File: src/rtl/fts_pkg.sv
package fts_pkg;
  typedef enum logic [2:0] {
    POL_ROTATE = 3'd0,
    POL_BRANCH = 3'd1,
    POL_MISS   = 3'd2,
    POL_OCCUPY = 3'd3,
    POL_QHEAD  = 3'd4
  } policy_e;

  function automatic int tid_bits(input int n);
    return (n > 1) ? $clog2(n) : 1;
  endfunction
endpackage

File: src/rtl/fts_key.sv
module fts_key #(
  parameter int NTHR  = 4,
  parameter int CNT_W = 6
) (
  input  logic [2:0]            policy,
  input  logic [NTHR-1:0]       thr_active,
  input  logic [NTHR-1:0]       thr_stall,
  input  logic [NTHR*CNT_W-1:0] br_cnt,
  input  logic [NTHR*CNT_W-1:0] miss_cnt,
  input  logic [NTHR*CNT_W-1:0] inst_cnt,
  input  logic [NTHR-1:0]       near_head,
  output logic [NTHR*CNT_W-1:0] keys,
  output logic [NTHR-1:0]       elig
);
  import fts_pkg::*;

  for (genvar t = 0; t < NTHR; t++) begin : g_thr
    logic [CNT_W-1:0] key_t;
    always_comb begin
      case (policy)
        POL_BRANCH: key_t = br_cnt[t*CNT_W +: CNT_W];
        POL_MISS:   key_t = miss_cnt[t*CNT_W +: CNT_W];
        POL_OCCUPY: key_t = inst_cnt[t*CNT_W +: CNT_W];
        POL_QHEAD:  key_t = {{(CNT_W-1){1'b0}}, near_head[t]};
        default:    key_t = '0;
      endcase
    end
    assign keys[t*CNT_W +: CNT_W] = key_t;
    assign elig[t] = thr_active[t] & ~thr_stall[t];
  end
endmodule

File: src/rtl/fts_pick.sv
module fts_pick #(
  parameter int NTHR  = 4,
  parameter int CNT_W = 6,
  localparam int TID_W = fts_pkg::tid_bits(NTHR)
) (
  input  logic [NTHR*CNT_W-1:0] keys,
  input  logic [NTHR-1:0]       elig,
  input  logic [TID_W-1:0]      ptr,
  output logic                  found,
  output logic [TID_W-1:0]      tid
);
  logic [CNT_W-1:0] best_key;
  logic [TID_W-1:0] best_dist;
  logic [CNT_W-1:0] key_i;
  logic [TID_W-1:0] dist_i;

  always_comb begin
    found     = 1'b0;
    tid       = '0;
    best_key  = '0;
    best_dist = '0;
    key_i     = '0;
    dist_i    = '0;
    for (int i = 0; i < NTHR; i++) begin
      key_i  = keys[i*CNT_W +: CNT_W];
      dist_i = TID_W'((i + NTHR - int'(ptr)) % NTHR);
      if (elig[i] && (!found || (key_i < best_key) ||
                      ((key_i == best_key) && (dist_i < best_dist)))) begin
        found     = 1'b1;
        tid       = TID_W'(i);
        best_key  = key_i;
        best_dist = dist_i;
      end
    end
  end
endmodule

File: src/rtl/fts_sel.sv
module fts_sel #(
  parameter int NTHR    = 4,
  parameter int CNT_W   = 6,
  parameter int FETCH_W = 8,
  localparam int TID_W  = fts_pkg::tid_bits(NTHR),
  localparam int QW     = $clog2(FETCH_W + 1)
) (
  input  logic                  clk,
  input  logic                  rst,
  input  logic [2:0]            policy,
  input  logic                  split,
  input  logic [NTHR-1:0]       thr_active,
  input  logic [NTHR-1:0]       thr_stall,
  input  logic [NTHR*CNT_W-1:0] br_cnt,
  input  logic [NTHR*CNT_W-1:0] miss_cnt,
  input  logic [NTHR*CNT_W-1:0] inst_cnt,
  input  logic [NTHR-1:0]       near_head,
  output logic                  slot0_vld,
  output logic [TID_W-1:0]      slot0_tid,
  output logic [QW-1:0]         slot0_quota,
  output logic                  slot1_vld,
  output logic [TID_W-1:0]      slot1_tid,
  output logic [QW-1:0]         slot1_quota
);
  localparam logic [QW-1:0] Q_FULL = QW'(FETCH_W);
  localparam logic [QW-1:0] Q_HALF = QW'(FETCH_W / 2);

  logic [NTHR*CNT_W-1:0] keys;
  logic [NTHR-1:0]       elig, elig1;
  logic [TID_W-1:0]      ptr_q;
  logic                  f0, f1;
  logic [TID_W-1:0]      w0, w1;

  fts_key #(.NTHR(NTHR), .CNT_W(CNT_W)) u_key (
    .policy(policy), .thr_active(thr_active), .thr_stall(thr_stall),
    .br_cnt(br_cnt), .miss_cnt(miss_cnt), .inst_cnt(inst_cnt),
    .near_head(near_head), .keys(keys), .elig(elig)
  );

  fts_pick #(.NTHR(NTHR), .CNT_W(CNT_W)) u_pick0 (
    .keys(keys), .elig(elig), .ptr(ptr_q), .found(f0), .tid(w0)
  );

  assign elig1 = elig & ~(NTHR'(1) << w0);

  fts_pick #(.NTHR(NTHR), .CNT_W(CNT_W)) u_pick1 (
    .keys(keys), .elig(elig1), .ptr(ptr_q), .found(f1), .tid(w1)
  );

  function automatic logic [TID_W-1:0] next_tid(input logic [TID_W-1:0] t);
    return (int'(t) == NTHR - 1) ? '0 : t + 1'b1;
  endfunction

  always_ff @(posedge clk) begin
    if (rst) begin
      slot0_vld   <= 1'b0;
      slot0_tid   <= '0;
      slot0_quota <= '0;
      slot1_vld   <= 1'b0;
      slot1_tid   <= '0;
      slot1_quota <= '0;
      ptr_q       <= '0;
    end else begin
      slot0_vld   <= f0;
      slot0_tid   <= f0 ? w0 : '0;
      slot0_quota <= f0 ? (split ? Q_HALF : Q_FULL) : '0;
      slot1_vld   <= split & f1;
      slot1_tid   <= (split & f1) ? w1 : '0;
      slot1_quota <= (split & f1) ? Q_HALF : '0;
      if (split & f1)
        ptr_q <= next_tid(w1);
      else if (f0)
        ptr_q <= next_tid(w0);
    end
  end
endmodule

File: config.mk
export PLATFORM = sky130hd
export DESIGN_NAME = fts_sel
export DESIGN_NICKNAME = d
export VERILOG_FILES = /design/src/rtl/fts_pkg.sv /design/src/rtl/fts_key.sv /design/src/rtl/fts_pick.sv /design/src/rtl/fts_sel.sv
export SDC_FILE = /design/constraint.sdc
export NUM_CORES = 1
export LEC_CHECK = 0
export BUFFER_PORTS_ARGS = -buffer_cell sky130_fd_sc_hd__buf_2
export CORE_MARGIN = 3
export CORE_UTILIZATION = 35
export DETAILED_ROUTE_END_ITERATION = 6
export PLACE_DENSITY = 0.7
export SLEW_MARGIN = 0
export SYNTH_ARGS = -nofsm -noshare
export SYNTH_HDL_FRONTEND = slang
export SYNTH_SLANG_ARGS = --single-unit
File: constraint.sdc
create_clock -name clk -period 11.9 [get_ports clk]
set_clock_uncertainty 0.2 [all_clocks]
set_input_delay 1.19 -clock clk [delete_from_list [all_inputs] [get_ports clk]]
set_output_delay 1.19 -clock clk [all_outputs]
set_load 0.005 [all_outputs]
==> key figures <==
Critical path
  – Crit path buf inv count: 8
  – Worst Reg2Reg Path Length in Cells: 41
  – End point of the critical path: slot1_tid[1]
  – Critical Path Sink Type: register
  – Slowest CP cell: a2111o_1
  – Worst path required time: 11820 ps
  – CP top delay family: compound AO/OA/AOI/OAI gates
  – Critical path depth: 48
  – Worst path most repeated cell: ha_1
  – Type of origin of the critical path: input port
  – R2R setup slack: 2320 ps
  – Critical path type: input port to register
  – Reg-to-reg critical path endpoint: slot1_tid[1]
  – Crit Path Max Fanout: 16
  – WP data arrival: 11190 ps
  – Crit. Startpoint: policy[1]
  – R2r startpoint: ptr_q[0]
  – Largest stage delay, worst path: 470 ps

Drt
  – DRT iter0 DRCs: 132
  – Vias: 2942
  – Drt wl/cell: 15.7 um
  – Vias per inst: 5.42
  – DRT Pass-1 Iters: 4
  – Final ANT Viol Nets: 0
  – DRC: 0
  – Final wirelength: 8550 um

Global routing
  – Vias in the first global route: 2756
  – First-pass GRT wire length: 12700 um
  – GR Overflow Total: 0
  – Initial antenna violation count: 0
  – Largest net degree at the start of global routing: 28
  – Gr usage total: 0.174

Final layout
  – Layout Utilization: 0.471
  – Layout cell share with drive strength beyond 1: 0.401
  – Antenna diode instance count: 0
  – Area Overhead vs Synth: 26.9%
  – Final Net Count: 579

CTS
  – Clock Path Buffers: 2
  – CTS root buffer: clkbuf_8
  – CTS tree: built
  – CTS clock-pin slew for the worst setup and hold paths: 50 ps
  – H-tree levels: 1
  – Clk_lat worst skew: 230 ps
  – Sink Count: 10
  – Clock buffer count from CTS: 3

Timing
  – # setup viols final: 0
  – Hold Fails Final Rpt: 0
  – Slew @ Worst Pin: 754 ps
  – Post-layout min period: 11270 ps
  – Hold_ws: 491 ps
  – Tcrit/Tclk final: 0.947
  – Final Max Slew Viols: 0
  – Maximum clock rate: 88.8 MHz
  – Rel. slew slack: 0.494
  – Setup TNS: 0 ps

Floorplanning
  – Core area: 7450 um2
  – IO Count: 104
  – Starting Density: 0.371
  – Die height: 94.8 um
  – Die width: 94.8 um
  – Die area: 9000 um2
  – Std-Cell Rows: 31

Yosys
  – Synth Flop Type: dfxtp_1
  – Share of the synthesized area in the top cell type: 0.199
  – Distinct cells, synth: 69
  – Syn Inst Count: 340
  – Post-synth EDFFs: 0
  – Yosys reg bits: 10
  – Cell taking the most area after synthesis: ha_1
  – Syn Area/Cell: 8.13 um2
  – Yosys warnings: 0
  – Commonest cells in the netlist: 44 x ha_1, 34 x nand2_1, 26 x mux2_2, 20 x nor2_1, 16 x inv_1
  – Register area share after synthesis: 0.0725
  – Mapped cell area: 2760 um2
  – Asr flop ratio synth: 0
  – Top cells by area, synth: ha_1 20%, mux2_2 11%, dfxtp_1 7.2%, nand2_1 4.6%, a22oi_1 4.1%
  – Most common cell in the synthesized netlist: ha_1

Pwr
  – Pwr Total: 239 uW
  – PwrDens: 68.2 nW/um2
  – Clk pwr share: 0.173
  – Combinational share of power: 0.661
  – Seq pwr share: 0.166
  – Sw Pwr: 99.1 uW
  – Switching Fraction: 0.414
  – Worst vdd ir: 0.0000641 V
  – Internal power: 140 uW
  – Leak Pwr: 1.67 nW

Place
  – Final RePlAce weighted congestion: 0.926
  – PortBufs: 98
  – Dpl hpwl: 7040 um

Run status
  – Outcome: finished clean

Job
  – Max cap viols: 0

Worst hold path
  – Worst hold path type: register to register
[layer usage]
metal	vias to the layer above	track usage	part of all wire
met4	0	0.0132	0.0040
met1	1336	0.228	0.44
met5	-	0	0
met2	133	0.320	0.47
li1	1467	-	-
met3	6	0.0175	0.089
[final cells by class]
| type | count | area [um2] |
|---|---|---|
| Inverter | 16 | 60.1 |
| Timing Repair Buffer | 116 | 656 |
| Multi-Input combinational cell | 298 | 2410 |
| Clock buffer | 4 | 55.1 |
| Tap cell | 99 | 124 |
| Fill cell | 756 | 3940 |
| Sequential cell | 10 | 200 |
[registers in the layout (all words and copies together), names as in the netlist]
register and flops:
slot0_vld 1, slot1_tid 2, slot0_quota 2, slot0_tid 2, ptr_q 2, slot1_quota 1
[layout by cell type (no fill, tap or decap), types with 10 or more instances in the layout]
master,n
nor2_1,20
nor2b_1,11
inv_1,16
a22oi_1,15
nand2_1,34
buf_4,15
buf_2,96
mux2_2,26
ha_1,43
dfxtp_1,10
[logic make-up after synthesis]
logic type                 after synthesis  synth area share
AOI/OAI and AO/OA                       90             0.251
xor gates and xnor gates                 1           0.00317
adders and majority gates               44             0.199
buffers and inverters                   37            0.0743
DFF                                     10            0.0725
muxes                                   40             0.159
other                                    1           0.00136
and+or+nand+nor                        117             0.239
[worst min-delay path, stage by stage (launching register included)]
cell and delay (ps):
dfxtp_1 420, nand3b_1 150, o211ai_2 70
[how the worst min path moves through the flow]
stage / start / slack [ps] / to / cells after the start
2_1_floorplan: ptr_q[0] / 420 / ptr_q[0] / 3
3_3_place_gp: ptr_q[0] / 470 / ptr_q[0] / 2
3_5_place_dp: ptr_q[0] / 480 / ptr_q[0] / 2
4_1_cts: ptr_q[0] / 490 / ptr_q[0] / 2
5_1_grt: ptr_q[0] / 530 / ptr_q[0] / 2
6_report: ptr_q[0] / 490 / ptr_q[0] / 2
[power groups by stage]
stage | Combinational, mW | Sequential (mW) | Clock (mW)
after detailed placement | 0.146 | 0.0403 | 0
after global placement | 0.143 | 0.0402 | 0
after floorplan | 0.107 | 0.0386 | 0
after global routing | 0.175 | 0.0401 | 0.0444
final | 0.158 | 0.0397 | 0.0415
after CTS | 0.147 | 0.0397 | 0.0424
[stage by stage]
| stage | setup slack (ps) | instances | instance area, um2 |
|---|---|---|---|
| 2_1_floorplan | 1010 | 344 | 2780 |
| 3_3_place_gp | 298 | 528 | 3310 |
| 3_5_place_dp | -46.7 | 528 | 3310 |
| 4_1_cts | 129 | 532 | 3360 |
| 5_1_grt | -59.4 | 543 | 3510 |
| 6_report | 635 | 543 | 3510 |
[timing repair]
action,in CTS,in global routing
gates resized for setup,0,10
buffers inserted,0,10
endpoints found under the setup margin,0,4
hold buffers,0,0
Note: power is estimated with default switching activity, not from simulation.
